--- src/rtl/spim_pkg.sv ---
package spim_pkg;
  localparam int WORD_W  = 16;
  localparam int DIV_W   = 7;
  localparam int ADDR_W  = 3;
  localparam int NARROW  = WORD_W / 2;
  localparam int HALF_W  = $clog2(2 * WORD_W);

  localparam logic [ADDR_W-1:0] ADDR_DATA = 3'd0;
  localparam logic [ADDR_W-1:0] ADDR_CTRL = 3'd2;
  localparam logic [ADDR_W-1:0] ADDR_STAT = 3'd4;

  localparam logic [WORD_W-1:0] CTRL_WMASK = 16'hFFE5;

  typedef struct packed {
    logic [DIV_W-1:0] div_n;
    logic             phase;
    logic             idle_hi;
    logic             ie_tx;
    logic             ie_rx;
    logic [1:0]       rsv_b;
    logic             wide;
    logic             rsv_a;
    logic             en;
  } ctrl_t;
endpackage

--- src/rtl/spim_clkdiv.sv ---
module spim_clkdiv #(
  parameter int DIV_W = 7
) (
  input  logic             clk,
  input  logic             rst_n,
  input  logic             run,
  input  logic             restart,
  input  logic [DIV_W-1:0] limit,
  output logic             tick
);
  logic [DIV_W-1:0] cnt;

  assign tick = run && (cnt == limit);

  always_ff @(posedge clk) begin
    if (!rst_n)                  cnt <= '0;
    else if (restart || !run || tick) cnt <= '0;
    else                         cnt <= cnt + 1'b1;
  end

  AST_CNT_BOUND: assert property (@(posedge clk) disable iff (!rst_n)
    (run && !restart) |-> (cnt <= limit));
endmodule

--- src/rtl/spim_shifter.sv ---
module spim_shifter #(
  parameter int WORD_W = 16
) (
  input  logic              clk,
  input  logic              rst_n,
  input  logic              start,
  input  logic              abort,
  input  logic              wide,
  input  logic              cpol,
  input  logic              cpha,
  input  logic              tick,
  input  logic              miso,
  input  logic [WORD_W-1:0] tx_word,
  output logic              busy,
  output logic              sclk,
  output logic              mosi,
  output logic              done,
  output logic [WORD_W-1:0] rx_word
);
  localparam int NARROW = WORD_W / 2;
  localparam int HALF_W = $clog2(2 * WORD_W);
  localparam logic [HALF_W-1:0] LAST_WIDE   = HALF_W'(2 * WORD_W - 1);
  localparam logic [HALF_W-1:0] LAST_NARROW = HALF_W'(WORD_W - 1);

  logic [WORD_W-1:0] tx_sr, rx_sr, rx_next, tx_load;
  logic [HALF_W-1:0] hcnt, last_edge;
  logic              sclk_q, edge_even, do_sample, do_shift;

  assign last_edge = wide ? LAST_WIDE : LAST_NARROW;
  assign edge_even = ~hcnt[0];
  assign do_sample = cpha ? ~edge_even : edge_even;
  assign do_shift  = cpha ? (edge_even && (hcnt != '0)) : ~edge_even;
  assign rx_next   = do_sample ? {rx_sr[WORD_W-2:0], miso} : rx_sr;
  assign tx_load   = wide ? tx_word : {tx_word[NARROW-1:0], {NARROW{1'b0}}};
  assign rx_word   = wide ? rx_next : {{NARROW{1'b0}}, rx_next[NARROW-1:0]};
  assign done      = busy && tick && (hcnt == last_edge);
  assign mosi      = tx_sr[WORD_W-1];
  assign sclk      = busy ? sclk_q : cpol;

  always_ff @(posedge clk) begin
    if (!rst_n) begin
      busy   <= 1'b0;
      hcnt   <= '0;
      sclk_q <= 1'b0;
      tx_sr  <= '0;
      rx_sr  <= '0;
    end else if (abort) begin
      busy <= 1'b0;
    end else if (start) begin
      busy   <= 1'b1;
      hcnt   <= '0;
      sclk_q <= cpol;
      tx_sr  <= tx_load;
      rx_sr  <= '0;
    end else if (busy && tick) begin
      sclk_q <= ~sclk_q;
      hcnt   <= hcnt + 1'b1;
      rx_sr  <= rx_next;
      if (do_shift) tx_sr <= {tx_sr[WORD_W-2:0], 1'b0};
      if (hcnt == last_edge) busy <= 1'b0;
    end
  end

  AST_START_WHEN_IDLE: assert property (@(posedge clk) disable iff (!rst_n)
    start |-> !busy);
  AST_HCNT_BOUND: assert property (@(posedge clk) disable iff (!rst_n)
    busy |-> (hcnt <= last_edge));
endmodule

--- src/rtl/spim_top.sv ---
module spim_top
  import spim_pkg::*;
(
  input  logic              clk,
  input  logic              rst_n,
  input  logic [ADDR_W-1:0] bus_addr,
  input  logic              bus_wr,
  input  logic              bus_rd,
  input  logic [WORD_W-1:0] bus_wdata,
  output logic [WORD_W-1:0] bus_rdata,
  output logic              spi_sclk,
  output logic              spi_mosi,
  input  logic              spi_miso,
  output logic              irq
);
  ctrl_t             ctrl_q;
  logic [WORD_W-1:0] rx_buf, rx_word;
  logic              rx_full, busy, done, tick;
  logic              wr_ctrl, wr_data, rd_data, start, abort;

  assign wr_ctrl = bus_wr && (bus_addr == ADDR_CTRL);
  assign wr_data = bus_wr && (bus_addr == ADDR_DATA);
  assign rd_data = bus_rd && (bus_addr == ADDR_DATA);
  assign start   = wr_data && ctrl_q.en && !busy;
  assign abort   = wr_ctrl && !bus_wdata[0];

  always_ff @(posedge clk) begin
    if (!rst_n) begin
      ctrl_q  <= '0;
      rx_buf  <= '0;
      rx_full <= 1'b0;
    end else begin
      if (wr_ctrl) ctrl_q <= ctrl_t'(bus_wdata & CTRL_WMASK);
      if (done) begin
        rx_buf  <= rx_word;
        rx_full <= 1'b1;
      end else if (rd_data) begin
        rx_full <= 1'b0;
      end
    end
  end

  always_comb begin
    case (bus_addr)
      ADDR_DATA: bus_rdata = rx_buf;
      ADDR_CTRL: bus_rdata = ctrl_q;
      ADDR_STAT: bus_rdata = {{(WORD_W-2){1'b0}}, rx_full, busy};
      default:   bus_rdata = '0;
    endcase
  end

  assign irq = (rx_full && ctrl_q.ie_rx) || (!busy && ctrl_q.en && ctrl_q.ie_tx);

  spim_clkdiv #(.DIV_W(DIV_W)) u_div (
    .clk(clk), .rst_n(rst_n), .run(busy), .restart(start),
    .limit(ctrl_q.div_n), .tick(tick)
  );

  spim_shifter #(.WORD_W(WORD_W)) u_shift (
    .clk(clk), .rst_n(rst_n), .start(start), .abort(abort),
    .wide(ctrl_q.wide), .cpol(ctrl_q.idle_hi), .cpha(ctrl_q.phase),
    .tick(tick), .miso(spi_miso), .tx_word(bus_wdata),
    .busy(busy), .sclk(spi_sclk), .mosi(spi_mosi), .done(done),
    .rx_word(rx_word)
  );

  AST_DONE_SETS_FULL: assert property (@(posedge clk) disable iff (!rst_n)
    done |=> rx_full);
  AST_READ_CLEARS: assert property (@(posedge clk) disable iff (!rst_n)
    (rd_data && !done) |=> !rx_full);
  AST_ABORT_STOPS: assert property (@(posedge clk) disable iff (!rst_n)
    abort |=> !busy);
  AST_IDLE_SCLK_STEADY: assert property (@(posedge clk) disable iff (!rst_n)
    (!busy && !$past(busy) && $stable(ctrl_q)) |-> $stable(spi_sclk));
endmodule

--- config.mk ---
export PLATFORM = sky130hd
export DESIGN_NAME = spim_top
export DESIGN_NICKNAME = d
export VERILOG_FILES = /design/src/rtl/spim_pkg.sv /design/src/rtl/spim_clkdiv.sv /design/src/rtl/spim_shifter.sv /design/src/rtl/spim_top.sv
export SDC_FILE = /design/constraint.sdc
export NUM_CORES = 1
export LEC_CHECK = 0
export BUFFER_PORTS_ARGS = -buffer_cell sky130_fd_sc_hd__buf_2
export CORE_UTILIZATION = 30
export CTS_CLUSTER_SIZE = 24
export DETAILED_ROUTE_END_ITERATION = 7
export PLACE_DENSITY_LB_ADDON = 0.12
export SLEW_MARGIN = 15
export SYNTH_ARGS = -nofsm -noshare
export SYNTH_HDL_FRONTEND = slang
export SYNTH_HIERARCHICAL = 1
export SYNTH_SLANG_ARGS = --single-unit
--- constraint.sdc ---
create_clock -name clk -period 7 [get_ports clk]
set_clock_uncertainty 0.1 [all_clocks]
set_input_delay 0.35 -clock clk [delete_from_list [all_inputs] [get_ports clk]]
set_output_delay 0.35 -clock clk [all_outputs]
set_load 0.01 [all_outputs]
## Word level (Yosys, flattened, before mapping)

Cells that the tools add are included.

- Input port bits: 24
- Register bits after elaboration: 76

- Eq/ne operators: 4
- Mux-type cells: 22
- Bitwise logic cells: 4
- Reduce and logical (&&, ||, !) cells: 29
- $add $sub $neg: 2

Operators with widths:

| operator | number |
|---|---|
| two-way mux 16 bit | 8 |
| one-hot mux 16 bit (3 select lines) | 1 |
| two-way mux 5 bit | 3 |
| logical AND 1 bit | 13 |
| two-way mux 1 bit | 10 |
| nonzero test 2 bit | 4 |
| adder 7 x 1 -> 7 bit (second input constant) | 1 |
| == test 7 bit | 1 |
| adder 5 x 1 -> 5 bit (second input constant) | 1 |
| == test 5 bit | 1 |
| nonzero test 5 bit | 1 |
| inverter 1 bit | 4 |
| AND reduction 2 bit | 2 |
| OR reduction 2 bit | 2 |
| == test 3 x 2 -> 1 bit (second input constant) | 1 |
| == test 3 bit (second input constant) | 1 |
| zero test 3 bit | 1 |
| logical OR 1 bit | 3 |
| AND reduction 3 bit | 1 |
| zero test 1 bit | 2 |

## Longest topological paths before layout

- Depth in word-level cells: 7
- Depth in mapped cells: 11
- Depth with buffers taken out: 8

## Modules after synthesis

Netlist, hierarchy kept.

By module, submodules not included:

| module | cells an instance | instances | area an instance (um^2) | sequential area each (um^2) |
|---|---|---|---|---|
| spim_shifter | 275 | 1 | 2122.0 | 780.7 |
| spim_top | 154 | 1 | 1470.2 | 600.6 |
| spim_clkdiv | 38 | 1 | 374.1 | 140.1 |

## Least setup slack after synthesis

No wires, ideal clock.

- Path type: register to register
- Start point: reg u_div.cnt[2]
- End point: reg rx_buf[0]
- Arrival: 2.200 ns
- Cell stages (with the launch flop): 12
- Setup slack: 4.584 ns
- Setup time: 0.116 ns
- Data required time: 6.784 ns
- Cell sequence: dfxtp_1 -> xnor2_1 -> nand4_2 -> nor2_4 -> and2_1 -> clkbuf_1 -> nand4_1 -> nor2_1 -> buf_2 -> buf_4 -> mux2i_1 -> nor2b_1

- Word-level cells in the longest chain between the ends: 4

RTL lines:

| what | line | source |
|---|---|---|
| from (decl) | spim_clkdiv.sv:11 | `logic [DIV_W-1:0] cnt;` |
| from (signal assigned) | spim_clkdiv.sv:18 | `else cnt <= cnt + 1'b1;` |
| == test 7 bit | spim_clkdiv.sv:13 | `assign tick = run && (cnt == limit);` |
| logical AND 1 bit | spim_clkdiv.sv:13 |  |
| named net tick | spim_top.sv:18 | `logic rx_full, busy, done, tick;` |
| logical AND 1 bit (2 in series) | spim_shifter.sv:36 | `assign done = busy && tick && (hcnt == last_edge);` |
| named net done | spim_top.sv:18 |  |
| to (signal assigned) | spim_top.sv:35 | `rx_buf <= rx_word;` |
| to (decl) | spim_top.sv:17 | `logic [WORD_W-1:0] rx_buf, rx_word;` |

The timed path passes the listed nets, and every way through them passes these cells.
A chain may end at the register's enable or synchronous reset.

## Worst setup path in the final report

- Start point: reg u_div.cnt[2]
- End point: reg rx_buf[2]

Same word-level chain as after synthesis.

==> flow_summary.toml <==
[floorplanning]
die_w_um = 117.0
die_area_um2 = 13680
chipHeight_um = 117.0
rows = 41
start_util = 0.3105
ioPinCount = 43
core_area_um2 = 12770

[synthesis]
synthTopCellsByArea = "dfxtp_1 38%, mux2i_1 13%, nand2_1 9.5%"
synth_area_um2 = 3966
synth.top_cell.area_share = 0.3836
async_reset_ff_frac = 0
synth.distinct_cells = 47
yosysSeqAreaShare = 0.3836
synth_cells = 467
yosys.area.top_type = "dfxtp_1"
synth_fp_nets = 494
synth_edf_count = 0
synth-seq-cells = 76
avgSynthCellArea_um2 = 8.493
synthFlopType = "dfxtp_1"
synth_most_common_cell = "nand2_1"
netlist_top_cells_count = "100 x nand2_1, 76 x dfxtp_1, 52 x mux2i_1, 25 x nor2_1, 19 x o22ai_1"
synth_warnings = 6

[min_path]
min_path_type = "in -> reg"

[setup_path]
crit_fanout = 18
crit_required_ns = 7.12
critPathLaunchType = "flip-flop"
cp.arrival_ns = 3.24
endpoint_kind = "flip-flop"
crit_type = "reg -> reg"

[timing]
rsz0062_at_grt = "no"
slew-limit-headroom = 0.2176
maxSlewViolCount = 0
setup_viol = 0
period_share = 0.4451
fmax_mhz = 321.0
fin_crit_ns = 3.115
worst_slew_pin_slew_ns = 1.172
hold_violations = 0
finalSetupTns_ns = 0

[place]
place_congestion = 0.8193
place_area_um2 = 4232
dp_hpwl_mm = 7.111
numPortBuffers = 42

[power_and_ir_drop]
p_sw_w = 0.0002077
internal-power_w = 0.0007921
p_sw_frac = 0.2077
pwr-share-comb = 0.043
p_leak_nw = 1.684
power_density_nw_per_um2 = 218.8
ir_drop_mv = 0.1042
power_frac_seq = 0.437
power_frac_clock = 0.520
total_power_w = 0.0009997

[cts]
clkLatencyLatePin_ns = 0.34
cts-resized-gates = 0
tritoncts = "built"
cts_made_buffers = 9
clkTransAtPathRegs_ns = 0.06
h-tree-depth = 3
clock-root-buffer = "clkbuf_16"
cts_hold_buf = 0
postCtsSetupRepairBufs = 0
cts.sinks = 76
clk_path_buf_depth = 2

[flow_run]
maxCapViolCount = 0

[routing]
routed_wl_mm = 10.21
vias = 3214
viasPerCell = 4.826
wl_per_cell_um = 15.33
firstDrtPassIters = 4
postRouteAntennaNets = 0
drc = 0
drtIter0Drc = 375

[global_routing]
grt_pass1_wl_mm = 16.57
grt_remaining_overflow = 0
grt_max_degree = 95
grt_util_all_layers = 0.1619
antenna_found_initial = 0
grt_pass1_vias = 3126

[cells_and_area]
finish.net_count = 516
syn2layout_area_growth_pct = 15.20
drive_above_1_share = 0.1538
antenna_cells = 0
fin_area_um2 = 4569
final_util = 0.3577

[outcome]
status = "completed"
## kinds of logic after synthesis
kind of cell	after synthesis	synth area share
AOI/OAI and AO/OA	77	0.1328
xor gates and xnor gates	14	0.03565
adders and majority gates	3	0.009465
buffers and inverters	47	0.05993
DFF	76	0.3836
muxes	52	0.1312
and+or+nand+nor	198	0.2473
## area by class of cell
cell class              instances  area [um^2]
repair buffers                 46        240.2
multi-input cells             344         2210
clock buffers                  13        270.3
fillers                      1312         8204
well taps                     172        215.2
clock inverters                 3        67.56
flip-flops and latches         76         1521
inverters                      12        45.04
## critical path, stage by stage, from the launching register on
cell and delay (ns):
dfxtp_1 0.43, xnor2_1 0.17, nand4_2 0.14, nor2_4 0.27, and2_1 0.33, nand4_1 0.24, nor2_2 0.95, mux2i_1 0.29
nor2b_1 0.06
## worst paths after layout
| path | from | endpoint | slack (ns) | cells after the start |
|---|---|---|---|---|
| max | u_div/cnt[2]$_SDFF_PP0_ | rx_buf[2]$_SDFFE_PN0P_ | 3.88 | 8 |
| max reg2reg | u_div/cnt[2]$_SDFF_PP0_ | rx_buf[2]$_SDFFE_PN0P_ | 3.88 | 8 |
| min | bus_rd | rx_full$_SDFFE_PN0P_ | 0.12 | 2 |
| min reg2reg | u_shift/tx_sr[9]$_SDFFE_PN0P_ | u_shift/tx_sr[9]$_SDFFE_PN0P_ | 0.34 | 2 |
## metrics by stage
stage / worst slack [ns] / hold slack [ns] / instances
after floorplan: 4.584 / 0.3284 / 467
after global placement: 3.820 / 0.3388 / 650
after detailed placement: 3.785 / 0.3398 / 650
after CTS: 3.838 / 0.1142 / 666
after global routing: 3.605 / 0.1276 / 666
final: 3.885 / 0.1235 / 666
## power by group through the flow
stage	Clock, W	Sequential, W	Combinational [W]
final	0.000520	0.000436	0.0000430
after global routing	0.000554	0.000436	0.0000471
after CTS	0.000532	0.000436	0.0000435
after detailed placement	0	0.000446	0.0000433
after global placement	0	0.000446	0.0000432
after floorplan	0	0.000445	0.0000281
## routing by layer
metal | share of wire | vias up | track usage
met5 | 0 | - | 0
met4 | 0.015 | 0 | 0.06329
met3 | 0.032 | 10 | 0.03244
met2 | 0.44 | 52 | 0.2391
met1 | 0.52 | 1499 | 0.2305
li1 | - | 1653 | -
## placed cells by master, fill, tap and decap left out, drive strengths merged, types with 2 or more instances in the layout
master and n:
a21boi 10, a21oi 15, and2 5, buf 46
bufinv 2, clkbuf 13, dfxtp 76, ha 3
inv 11, mux2i 52, nand2 100, nand2b 3
nand3 13, nand3b 3, nand4 12, nor2 28
nor2b 18, nor3 8, o2111ai 7, o211a 8
o211ai 2, o21ai 13, o22ai 19, or2 2
xnor2 11, xor2 3
## flip-flops by register name (all words and copies together), names as in the netlist
| signal | cells |
|---|---|
| u_div/cnt | 7 |
| u_shift/tx_sr | 16 |
| u_shift/busy | 1 |
| rx_buf | 16 |
| u_shift/hcnt | 5 |
| ctrl_q | 13 |
| u_shift/sclk_q | 1 |
| rx_full | 1 |
| u_shift/rx_sr | 16 |
No activity file was read; power rests on OpenSTA's default activity.
